==> config.mk <==
export PLATFORM = sky130hd
export DESIGN_NAME = pulse_timer_ch
export DESIGN_NICKNAME = d
export VERILOG_FILES = /design/src/rtl/ptm_pkg.sv /design/src/rtl/ptm_regif.sv /design/src/rtl/ptm_counter.sv /design/src/rtl/pulse_timer_ch.sv
export SDC_FILE = /design/constraint.sdc
export NUM_CORES = 1
export LEC_CHECK = 0
export BUFFER_PORTS_ARGS = -buffer_cell sky130_fd_sc_hd__buf_2
export CAP_MARGIN = 15
export CORE_MARGIN = 4
export CORE_UTILIZATION = 50
export CTS_BUF_LIST = sky130_fd_sc_hd__clkbuf_8
export DETAILED_ROUTE_END_ITERATION = 8
export PLACE_DENSITY = 0.79
export SLEW_MARGIN = 20
export SYNTH_ARGS = -nofsm -noshare
export SYNTH_HDL_FRONTEND = slang
export SYNTH_SLANG_ARGS = --single-unit
==> constraint.sdc <==
create_clock -name clk -period 3.05 [get_ports clk]
set_input_delay 0.915 -clock clk [delete_from_list [all_inputs] [get_ports clk]]
set_output_delay 0.915 -clock clk [all_outputs]
set_load 0.1 [all_outputs]
==> src/rtl/ptm_pkg.sv <==
// Shared constants and types for the timer channel.
// Assumes a 32-bit data bus and a 6-bit byte address, word decode on [5:2].
package ptm_pkg;
    localparam int BUS_W  = 32;
    localparam int ADDR_W = 6;
    localparam int LANES  = BUS_W / 8;

    // Word indices (byte offset / 4); software depends on these offsets.
    localparam logic [3:0] WRD_CMP   = 4'd0;
    localparam logic [3:0] WRD_CNT   = 4'd1;
    localparam logic [3:0] WRD_STAT  = 4'd4;
    localparam logic [3:0] WRD_START = 4'd5;
    localparam logic [3:0] WRD_STOP  = 4'd6;
    localparam logic [3:0] WRD_CTRL  = 4'd8;

    localparam int CTRL_MODE_BIT = 1;

    typedef enum logic {
        MODE_INTERVAL = 1'b0,
        MODE_FREERUN  = 1'b1
    } ptm_mode_e;
endpackage

==> src/rtl/ptm_regif.sv <==
// Register decode for the timer channel: stores compare and mode,
// produces start/stop trigger strobes and the combinational read mux.
// Assumes TMR_W <= 32; accesses with bus_addr[1:0] != 0 are ignored.
module ptm_regif
    import ptm_pkg::*;
#(
    parameter int TMR_W = 32
) (
    input  logic                clk,
    input  logic                rst_n,
    input  logic                bus_sel,
    input  logic                bus_we,
    input  logic [ADDR_W-1:0]   bus_addr,
    input  logic [LANES-1:0]    bus_be,
    input  logic [BUS_W-1:0]    bus_wdata,
    output logic [BUS_W-1:0]    bus_rdata,
    input  logic [TMR_W-1:0]    cnt_val,
    input  logic                run_en,
    output logic                start_wr,
    output logic                stop_wr,
    output logic [TMR_W-1:0]    cmp_q,
    output ptm_mode_e           mode_q
);
    logic             aligned;
    logic [3:0]       word;
    logic             wr_hit;
    logic             rd_hit;
    logic [BUS_W-1:0] cmp_wide;
    logic [BUS_W-1:0] cmp_merge;
    logic [BUS_W-1:0] rd_mux;

    assign aligned = (bus_addr[1:0] == 2'b00);
    assign word    = bus_addr[5:2];
    assign wr_hit  = bus_sel && bus_we && aligned;
    assign rd_hit  = bus_sel && !bus_we && aligned;

    assign start_wr = wr_hit && (word == WRD_START) && bus_be[0] && bus_wdata[0];
    assign stop_wr  = wr_hit && (word == WRD_STOP)  && bus_be[0] && bus_wdata[0];

    assign cmp_wide = BUS_W'(cmp_q);

    // Per-lane merge of write data into the stored compare value.
    for (genvar ln = 0; ln < LANES; ln++) begin : g_lane
        assign cmp_merge[ln*8 +: 8] = bus_be[ln] ? bus_wdata[ln*8 +: 8]
                                                 : cmp_wide[ln*8 +: 8];
    end

    // Holds the software-visible compare value.
    always_ff @(posedge clk) begin
        if (!rst_n) begin
            cmp_q <= '0;
        end else if (wr_hit && (word == WRD_CMP)) begin
            cmp_q <= cmp_merge[TMR_W-1:0];
        end
    end

    // Holds the software-visible mode bit.
    always_ff @(posedge clk) begin
        if (!rst_n) begin
            mode_q <= MODE_INTERVAL;
        end else if (wr_hit && (word == WRD_CTRL) && bus_be[0]) begin
            mode_q <= ptm_mode_e'(bus_wdata[CTRL_MODE_BIT]);
        end
    end

    // Selects the read value for the addressed word.
    always_comb begin
        rd_mux = '0;
        case (word)
            WRD_CMP:  rd_mux = cmp_wide;
            WRD_CNT:  rd_mux = BUS_W'(cnt_val);
            WRD_STAT: rd_mux[0] = run_en;
            WRD_CTRL: rd_mux[CTRL_MODE_BIT] = mode_q;
            default:  rd_mux = '0;
        endcase
    end

    // Drives read data only during an aligned read.
    assign bus_rdata = rd_hit ? rd_mux : '0;
endmodule

==> src/rtl/ptm_counter.sv <==
// Counter core: latches the working compare/mode at start, counts on
// tick_en in interval or free-run mode, and registers the event pulse.
// Assumes start_wr and stop_wr are never high together.
module ptm_counter
    import ptm_pkg::*;
#(
    parameter int TMR_W = 32
) (
    input  logic             clk,
    input  logic             rst_n,
    input  logic             tick_en,
    input  logic             start_wr,
    input  logic             stop_wr,
    input  logic [TMR_W-1:0] cmp_q,
    input  ptm_mode_e        mode_q,
    output logic             run_en,
    output ptm_mode_e        run_mode,
    output logic [TMR_W-1:0] cnt_val,
    output logic             irq_o
);
    logic [TMR_W-1:0] cmp_act;
    logic             step;
    logic             at_zero;
    logic             at_match;

    assign step     = run_en && tick_en && !start_wr && !stop_wr;
    assign at_zero  = (cnt_val == '0);
    assign at_match = (cnt_val == cmp_act);

    // Running flag and working copy of the configuration.
    always_ff @(posedge clk) begin
        if (!rst_n) begin
            run_en   <= 1'b0;
            run_mode <= MODE_INTERVAL;
            cmp_act  <= '0;
        end else if (start_wr) begin
            run_en   <= 1'b1;
            run_mode <= mode_q;
            cmp_act  <= cmp_q;
        end else if (stop_wr) begin
            run_en   <= 1'b0;
        end
    end

    // Counter: load on start, then step per tick by mode.
    always_ff @(posedge clk) begin
        if (!rst_n) begin
            cnt_val <= '0;
        end else if (start_wr) begin
            cnt_val <= (mode_q == MODE_FREERUN) ? '0 : cmp_q;
        end else if (step) begin
            if (run_mode == MODE_FREERUN) begin
                cnt_val <= cnt_val + 1'b1;
            end else if (at_zero) begin
                cnt_val <= cmp_act;
            end else begin
                cnt_val <= cnt_val - 1'b1;
            end
        end
    end

    // Event pulse, one cycle after the tick that produced it.
    always_ff @(posedge clk) begin
        if (!rst_n) begin
            irq_o <= 1'b0;
        end else begin
            irq_o <= step && ((run_mode == MODE_FREERUN) ? at_match : at_zero);
        end
    end
endmodule

==> src/rtl/pulse_timer_ch.sv <==
// Top of the timer channel: register decode plus counter core.
// Assumes a single clock; tick_en is synchronous to clk.
module pulse_timer_ch
    import ptm_pkg::*;
#(
    parameter int TMR_W = 32
) (
    input  logic              clk,
    input  logic              rst_n,
    input  logic              bus_sel,
    input  logic              bus_we,
    input  logic [5:0]        bus_addr,
    input  logic [3:0]        bus_be,
    input  logic [31:0]       bus_wdata,
    output logic [31:0]       bus_rdata,
    input  logic              tick_en,
    output logic              irq_o
);
    logic             start_wr;
    logic             stop_wr;
    logic             run_en;
    ptm_mode_e        run_mode;
    ptm_mode_e        mode_q;
    logic [TMR_W-1:0] cmp_q;
    logic [TMR_W-1:0] cnt_val;
    logic             run_mode_fr;

    assign run_mode_fr = (run_mode == MODE_FREERUN);

    ptm_regif #(.TMR_W(TMR_W)) u_regif (
        .clk       (clk),
        .rst_n     (rst_n),
        .bus_sel   (bus_sel),
        .bus_we    (bus_we),
        .bus_addr  (bus_addr),
        .bus_be    (bus_be),
        .bus_wdata (bus_wdata),
        .bus_rdata (bus_rdata),
        .cnt_val   (cnt_val),
        .run_en    (run_en),
        .start_wr  (start_wr),
        .stop_wr   (stop_wr),
        .cmp_q     (cmp_q),
        .mode_q    (mode_q)
    );

    ptm_counter #(.TMR_W(TMR_W)) u_core (
        .clk      (clk),
        .rst_n    (rst_n),
        .tick_en  (tick_en),
        .start_wr (start_wr),
        .stop_wr  (stop_wr),
        .cmp_q    (cmp_q),
        .mode_q   (mode_q),
        .run_en   (run_en),
        .run_mode (run_mode),
        .cnt_val  (cnt_val),
        .irq_o    (irq_o)
    );
endmodule

* Word level (Yosys, flattened, before mapping) *
Cells that the tools add are included.

storage, ports and cells
  register bits = 100
  bits of input ports = 47
  output and inout port bits = 33
  word-level logic and storage cells = 59

cells by class
  add/sub/neg operators = 2
  equality and inequality tests = 6
  mux-type cells = 12
  reductions and logical operators = 29

operator list
  kind                                                                    number
  32-bit two-way mux                                                      6
  30-bit one-hot mux with 2 select lines                                  1
  32-bit by 1-bit adder with 32-bit output (second input constant)        1
  32-bit equality test                                                    1
  32-bit zero test                                                        1
  32-bit by 1-bit subtractor with 32-bit output (second input constant)   1
  1-bit logical AND                                                       17
  4-bit by 3-bit equality test with 1-bit output (second input constant)  3
  2-bit AND reduction                                                     4
  1-bit one-hot mux with 3 select lines                                   2
  4-bit by 1-bit equality test with 1-bit output (second input constant)  1
  4-bit equality test (second input constant)                             1
  4-bit zero test                                                         1
  2-bit nonzero test                                                      2
  1-bit zero test                                                         3
  1-bit two-way mux                                                       3
  2-bit zero test                                                         1

* Depth between registers and ports, before layout *
Gate-level depths: netlist of the first run.

  depth after elaboration = 10
  depth in mapped cells = 10
  gate-level depth less buffers = 8

* Modules after synthesis *
Synthesis of the first run repeated with hierarchy kept, for this count alone.

unflattened totals
  cells, all modules = 902
  area, all modules = 6911.6 µm²

modules (own cells, without submodules)
  module       instances  cells an instance  area each (µm²)  sequential area each (µm²)
  ptm_counter  1          662                5021.1           1341.3
  ptm_regif    1          240                1890.6           660.6

* Worst setup path after synthesis of the first run *
No wires, ideal clock.

  kind = input -> output
  start point = in bus_we
  end point = out bus_rdata[0]
  arrival = 4582 ps
  slack = -2447 ps
  cell stages on the path = 3
  path through = or4b_2 clkbuf_1 nor4_1

on the way
  word-level cells in the longest chain between the ends = 4

ends and longest elaborated chain
  element                          line                  text
  start, declared                  pulse_timer_ch.sv:11  input logic bus_we,
  1-bit zero test                  ptm_regif.sv:35       assign rd_hit = bus_sel && !bus_we && aligned;
  1-bit logical AND (2 in series)  ptm_regif.sv:35
  32-bit two-way mux               ptm_regif.sv:79       assign bus_rdata = rd_hit ? rd_mux : '0;
  end, declared                    pulse_timer_ch.sv:15  output logic [31:0] bus_rdata,

Every way passes these cells.

* Final worst setup path of the first run *
  start point = in bus_we
  end point = out bus_rdata[26]

Same word-level chain as after synthesis.

==> qor.csv, run 1 <==
stage;metric;value;unit
yosys;ys_top_cells_by_area;dfxtp_1, a21oi_1, nand2_1;
worst_setup_path;r2r-start;u_core.cnt_val[1]$_SDFFE_PN0P_;
clock_tree;numCtsBuffers;9;
yosys;synth_area;6988;µm²
yosys;synth_top_area_share;28.65;%
flow_run;maxCapViolCount;0;
grt;grt_pass1_vias;7101;
yosys;ys_ff_latch;100;
timing;clock.fmax;0.3227;GHz
timing;hold_violations;0;
power;p_leak;3.172;nW
timing;setup_slack;-0.04931;ns
clock_tree;clockBufferDepth;2;
yosys;synth_cell_type_count;75;
yosys;synthAdderAreaFrac;0.5372;%
worst_hold_path;hold_class;flop to flop;
yosys;yosysTopAreaCell;dfxtp_1;
clock_tree;clk_latency;0.41;ns
worst_hold_path;holdPathEnd;u_core.cmp_act[1]$_SDFFE_PN0P_;
route;wl_per_cell;21.68;µm
die;core_area;13450;µm²
yosys;synth_edf_count;0;
placement;hpwlAfterDp;17.59;mm
layout;synthToLayoutAreaGrowth;28.45;%
power;worst_ir_drop_vdd;0.0003420;V
yosys;synthTopCellsByCount;nand2_1, a21oi_1, dfxtp_1;
worst_setup_path;rr_worst_depth;9;
worst_hold_path;hold_path_startpoint;u_core.cmp_act[1]$_SDFFE_PN0P_;
layout;antenna_cells;0;
timing;tightestPinTransition;0.8221;ns
route;drc_errors;0;
status;status;finished, violations left;
grt;overflow;0;
timing;final.period_utilization;101.6;%
worst_setup_path;rr_endpoint;u_core.cnt_val[5]$_SDFFE_PN0P_;
route;dr.pass1.iters;6;
timing;slew_headroom;45.19;%
die;ios;80;
layout;drive_gt1_share;23.77;%
die;die_h;126.2;µm
worst_setup_path;worstSetupEndpointType;output pin;
timing;finalCriticalPeriod;3.099;ns
yosys;synthArstFlopShare;0;%
worst_setup_path;crit_fanout;22;
status;violations;setup timing;
placement;portBuffers;79;
yosys;synth_seq_area_share;28.65;%
route;drt-initial-drc-count;1209;
placement;place_ws;-0.06087;ns
timing;maxSlewViolCount;0;
timing;finalClockSkew;0.01961;ns
worst_setup_path;crit_type;primary input to output pin;
clock_tree;path_clk_slew;0.11;ns
grt;antenna_found_initial;0;
placement;gp_congestion;1.040;
grt;grt_pass1_wl;38.74;mm
yosys;synthSimpleGateAreaFrac;30.19;%
yosys;syn_nets;998;
yosys;synthFlopType;dfxtp_1;
timing;rsz0062_at_grt;true;
yosys;synth_most_common_cell;nand2_1;
die;dieArea;15930;µm²
power;powerDensity;276.6;nW/µm²
die;rows;42;
route;wl;25.80;mm
clock_tree;clkSinkCount;100;
clock_tree;cts_tree;yes;
yosys;avgSynthCellArea;7.371;µm²
worst_setup_path;worstPathRequired;2.13;ns
route;avgViaCountPerCell;6.560;
route;detail-route-antenna-nets;0;
grt;grt_usage;30.29;%
yosys;synth-compound-area-share;23.72;%
layout;final_area;8976;µm²
worst_setup_path;start_kind;primary input;
worst_setup_path;arrival;2.18;ns
yosys;synthMuxAreaShare;2.363;%
yosys;synth_xor_area_share;8.021;%
die;chipWidth;126.2;µm
clock_tree;htree_levels;3;
worst_setup_path;reg2reg_slack;0.32;ns
route;vias;7806;
worst_hold_path;hold_depth;2;
die;start_util;51.94;%
grt;grt_max_degree;45;
clock_tree;root_buffer;clkbuf_8;
yosys;postSynthCellCount;948;
layout;fin_nets;1059;
yosys;yosys_warnings;0;
timing;setup_viol;28;
yosys;synth_top_family_by_area;simple AND/OR/NAND/NOR gates;
placement;placed_area;8464;µm²
## cell type report
class / count / area (µm²)
multi-input cells: 737 / 4901
fillers: 1141 / 4477
flip-flops and latches: 100 / 2003
repair buffers: 148 / 1600
well taps: 176 / 220.2
clock buffers: 9 / 123.9
clock inverters: 7 / 78.83
inverters: 13 / 48.80
## repair_timing
| item | CTS | global route |
|---|---|---|
| gates cloned | 0 | 6 |
| pin swaps | 0 | 14 |
| setup endpoints to repair | 32 | 32 |
| hold endpoints to repair | 0 | 0 |
| hold buffers | 0 | 0 |
| gates resized for setup | 7 | 26 |
| buffers inserted | 1 | 5 |
## per-stage QoR
stage          TNS [ns]  utilization (%)  hold slack (ns)  power (mW)  std cells
4_1_cts         -0.5903            64.75           0.4956       2.454       1179
5_1_grt          -1.173            66.72           0.5130       2.543       1190
6_report        -0.5030            66.72           0.4970       2.483       1190
3_3_place_gp    -0.5140            62.92           0.4724       1.584       1162
3_5_place_dp     -1.095            62.92           0.4791       1.586       1162
2_1_floorplan    -7.154                -           0.4550       1.491        948
## critical path, stage by stage
cell	delay, ns
buf_6	0.09
or4b_4	0.58
buf_12	0.22
nor2_4	0.16
buf_12	0.18
## logic make-up after synthesis
logic type                 after synthesis
and+or+nand+nor                        402
AOI/OAI and AO/OA                      252
buffers and inverters                  111
DFF                                    100
xor gates and xnor gates                64
muxes                                   16
adders and majority gates                3
## power by group
part           switching (mW)  total, mW  internal (mW)
Sequential            0.00395       1.31           1.31
Combinational           0.161      0.282          0.121
Clock                   0.565      0.890          0.325
Total                   0.730       2.48           1.75
## flip-flops by register name (all words and copies together), names as in the netlist
register	cells
u_core.cmp_act	32
u_core.cnt_val	32
u_core.irq_o	1
u_core.run_en	1
u_core.run_mode	1
u_regif.cmp_q	32
u_regif.mode_q	1
## placed cells by master (no fill, tap or decap), types with 13 or more instances in the layout
master   count
nand3_1     42
o21ai_0     16
nand2_1    134
nand4_1     23
nor2_4      31
nor2_1      39
xnor2_1     50
and3_1      13
buf_12      38
dfxtp_1     99
buf_4       52
buf_2       42
a21oi_1    101
nor3_1      29
a22oi_1     20
a22oi_2     17
a31oi_1     15
xor2_1      14
## metal layers
| layer | global-route usage (%) | vias up | part of all wire [%] |
|---|---|---|---|
| met4 | 12.49 | 0 | 4.9 |
| met3 | 6.732 | 106 | 12 |
| met5 | 0 | - | 0 |
| met1 | 41.83 | 3617 | 39 |
| li1 | - | 3563 | - |
| met2 | 45.73 | 520 | 43 |
## worst max path at each step
stage	slack, ns	to	from	cells past startpoint
floorplan	-0.56	bus_rdata[0]	bus_we	3
global placement	-0.04	bus_rdata[30]	bus_we	5
detailed placement	-0.06	bus_rdata[8]	bus_we	5
CTS	-0.04	bus_rdata[8]	bus_we	5
global route	-0.07	bus_rdata[26]	bus_we	5
finish	-0.05	bus_rdata[26]	bus_we	5
(Power assumes the default switching activity.)
==> run 2, diff against run 1 <==
--- a/config.mk
+++ b/config.mk
@@ -12,6 +12,7 @@
 export CTS_BUF_LIST = sky130_fd_sc_hd__clkbuf_8
 export DETAILED_ROUTE_END_ITERATION = 8
 export PLACE_DENSITY = 0.79
+export REMOVE_ABC_BUFFERS = 1
 export SLEW_MARGIN = 20
 export SYNTH_ARGS = -nofsm -noshare
 export SYNTH_HDL_FRONTEND = slang
==> run 2 against run 1 <==
The flow still finishes with violations (setup timing); fmax fell by 0.21%; worst hold slack got worse by 0.0077 ns; cell count fell by 0.59%; global-route usage fell by 1.5 points; critical path depth did not move; power rose by 3.9%; non-clock buffer count fell by 6; combinational power fell by 12%; via count fell by 0.95%; clock skew fell by 0.0064 ns; first-iteration DRC count fell by 31%; utilization fell by 2.2 points; largest cell class unchanged.
==> qor.csv, run 2 (synthesized netlist as in run 1, its figures left out) <==
stage;metric;value;unit;change
layout;mostFrequentLayoutCells;nand2_1, a21oi_1, dfxtp_1;;unchanged
worst_hold_path;hold_class;flop to flop;;unchanged
grt;overflow;0;;unchanged
worst_setup_path;critPathBufInv;3;;unchanged
power;powerDensity;297.1;nW/µm²;was 276.6 nW/µm²
layout;final_common_cell;nand2_1;;unchanged
clock_tree;root_buffer;clkbuf_8;;unchanged
clock_tree;postCtsSetupRepairBufs;0;;was 1
layout;fin_nets;1053;;was 1059
grt;grt_max_degree;45;;unchanged
status;violations;setup timing;;unchanged
clock_tree;clkSinkCount;100;;unchanged
power;p_comb_share;9.6;%;was 11.4%
placement;portBuffers;79;;unchanged
worst_setup_path;crit_family;simple AND/OR/NAND/NOR gates;;unchanged
clock_tree;cts_tree;yes;;unchanged
die;start_util;51.94;%;unchanged
timing;maxSlewViolCount;0;;unchanged
route;vias;7732;;was 7806
status;status;finished, violations left;;unchanged
worst_setup_path;worstPathRequired;2.13;ns;about the same
worst_setup_path;arrival;2.19;ns;was 2.18 ns
worst_setup_path;path_cells;buf_6, or4b_4, buf_8, nor2_2, buf_12;;was buf_6, or4b_4, buf_12, nor2_4, buf_12
placement;placed_area;8188;µm²;was 8464 µm²
die;die_h;126.2;µm;unchanged
layout;multi_input_area;4762;µm²;was 4901 µm²
grt;grt_usage;28.83;%;was 30.29%
clock_tree;numCtsBuffers;9;;unchanged
worst_setup_path;cpMaxStageDelayCell;or4b_4;;unchanged
grt;busiest_layer;met2;;unchanged
layout;top_regs;u_core.cmp_act (32), u_core.cnt_val (32), u_regif.cmp_q (32);;unchanged
route;wl_per_cell;19.95;µm;was 21.68 µm
worst_setup_path;crit_start;bus_we;;unchanged
layout;seq_area;2003;µm²;unchanged
clock_tree;clk_latency;0.38;ns;was 0.41 ns
placement;gp_congestion;1.026;;was 1.040
worst_setup_path;r2r-start;u_core.cnt_val[1]$_SDFFE_PN0P_;;unchanged
timing;setup_viol;31;;was 28
power;sw_frac_of_total;23.78;%;was 29.40%
layout;final_area;8680;µm²;was 8976 µm²
worst_setup_path;crit_fanout;14;;was 22
power;p_leak;3.105;nW;was 3.172 nW
clock_tree;clockBufferDepth;2;;unchanged
die;ios;80;;unchanged
placement;hpwlAfterDp;17.01;mm;was 17.59 mm
worst_setup_path;crit_type;primary input to output pin;;unchanged
worst_setup_path;worstSetupEndpointType;output pin;;unchanged
timing;clock.fmax;0.3220;GHz;was 0.3227 GHz
route;avgViaCountPerCell;6.536;;was 6.560
route;drt-initial-drc-count;840;;was 1209
worst_hold_path;hold_depth;2;;unchanged
layout;drive_gt1_share;21.45;%;was 23.77%
timing;rsz0062_at_grt;true;;unchanged
die;dieArea;15930;µm²;unchanged
timing;final.period_utilization;101.8;%;was 101.6%
grt;use_met1;37.92;%;was 41.83%
grt;use_met2;45.85;%;was 45.73%
timing;slew_headroom;53.86;%;was 45.19%
clock_tree;htree_levels;3;;unchanged
route;detail-route-antenna-nets;0;;unchanged
worst_setup_path;rr_worst_depth;9;;unchanged
worst_setup_path;worst_path_largest_cell_delay;0.59;ns;was 0.58 ns
grt;grt_pass1_vias;7251;;was 7101
power;worst_ir_drop_vdd;0.0002416;V;was 0.0003420 V
power;p_sw;613.2;µW;was 730.0 µW
worst_setup_path;start_kind;primary input;;unchanged
grt;use_met3;5.673;%;was 6.732%
die;rows;42;;unchanged
grt;antenna_found_initial;0;;unchanged
worst_setup_path;critical_path_depth;5;;unchanged
power;p_int;1.966;mW;was 1.753 mW
timing;finalCriticalPeriod;3.106;ns;was 3.099 ns
route;drc_errors;0;;unchanged
layout;nFillCells;1167;;was 1141
clock_tree;path_clk_slew;0.09;ns;was 0.11 ns
timing;finalClockSkew;0.01324;ns;was 0.01961 ns
route;wl;23.60;mm;was 25.80 mm
power;power;2.579;mW;was 2.483 mW
power;clkPwrFrac;39.7;%;was 35.8%
power;seqPwrFrac;50.8;%;was 52.8%
timing;tightestPinTransition;0.6921;ns;was 0.8221 ns
timing;hold_violations;0;;unchanged
die;core_area;13450;µm²;unchanged
layout;synthToLayoutAreaGrowth;24.21;%;was 28.45%
layout;antenna_cells;0;;unchanged
worst_hold_path;hold_path_startpoint;u_core.cmp_act[10]$_SDFFE_PN0P_;;was u_core.cmp_act[1]$_SDFFE_PN0P_
route;dr.pass1.iters;5;;was 6
grt;grt_pass1_wl;37.90;mm;was 38.74 mm
die;chipWidth;126.2;µm;unchanged
flow_run;maxCapViolCount;0;;unchanged
timing;setup_slack;-0.05595;ns;was -0.04931 ns
-- run 2: cell count changes in the layout (fill, tap and decap cells not counted), sizes merged --
cell	previous run	this run
inv	15	12
clkbuf	13	10
buf	144	142
bufinv	0	3
clkinv	5	3
-- run 2: per-stage QoR --
step	setup TNS [ns]	worst slack [ns]	hold slack, ns	utilization, %	cells
after CTS	-0.2835	-0.01920	0.4851	63.79	1183
after detailed placement	-7.901	-0.2716	0.4719	60.86	1168
after global routing	-1.771	-0.07321	0.5136	64.52	1183
after floorplan	-162.44	-2.903	0.4550	-	850
final	-1.015	-0.05595	0.4893	64.52	1183
after global placement	-7.797	-0.2639	0.4685	60.86	1168
-- run 2: repair_timing --
item / 4_1_cts / 5_1_grt
resized for setup: 47 / 19
endpoints found under the setup margin: 32 / 32
hold endpoints to repair: 0 / 0
pin swaps: 0 / 0
hold buffers: 0 / 0
-- run 2: layer usage --
metal | vias up | part of all wire [%]
met5 | - | 0
met4 | 0 | 4.3
met3 | 93 | 9.3
met2 | 424 | 46
met1 | 3654 | 41
li1 | 3561 | -
-- run 2: area by class of cell --
| type | instances | share of cell area, % |
|---|---|---|
| clock buffer | 10 | 1.586 |
| clock inverter | 5 | 1.153 |
| inverter | 13 | 0.5622 |
| multi-input combinational | 737 | 54.87 |
| sequential | 100 | 23.08 |
| tap | 176 | 2.537 |
| timing repair buffer | 142 | 16.22 |
-- run 2: power by group through the flow --
stage | clock network (mW) | logic (mW) | registers, mW
after detailed placement | 0 | 0.228 | 1.34
after CTS | 1.02 | 0.237 | 1.31
after floorplan | 0 | 0.113 | 1.34
final | 1.02 | 0.247 | 1.31
after global placement | 0 | 0.225 | 1.34
after global routing | 1.08 | 0.264 | 1.31
-- run 2: final timing paths --
kind,endpoint,slack [ns]
worst min-delay path,u_core.cmp_act[10]$_SDFFE_PN0P_,0.49
worst max register to register,u_core.cnt_val[10]$_SDFFE_PN0P_,0.38
worst max-delay path,bus_rdata[20],-0.06
worst min register to register,u_core.cmp_act[10]$_SDFFE_PN0P_,0.49
-- run 2: tightest hold or removal path, delay by kind of cell, from the launching register on --
family | cells | cell delay (ns)
AOI/OAI and AO/OA | 1 | 0.05
DFF | 1 | 0.34
and+or+nand+nor | 1 | 0.06
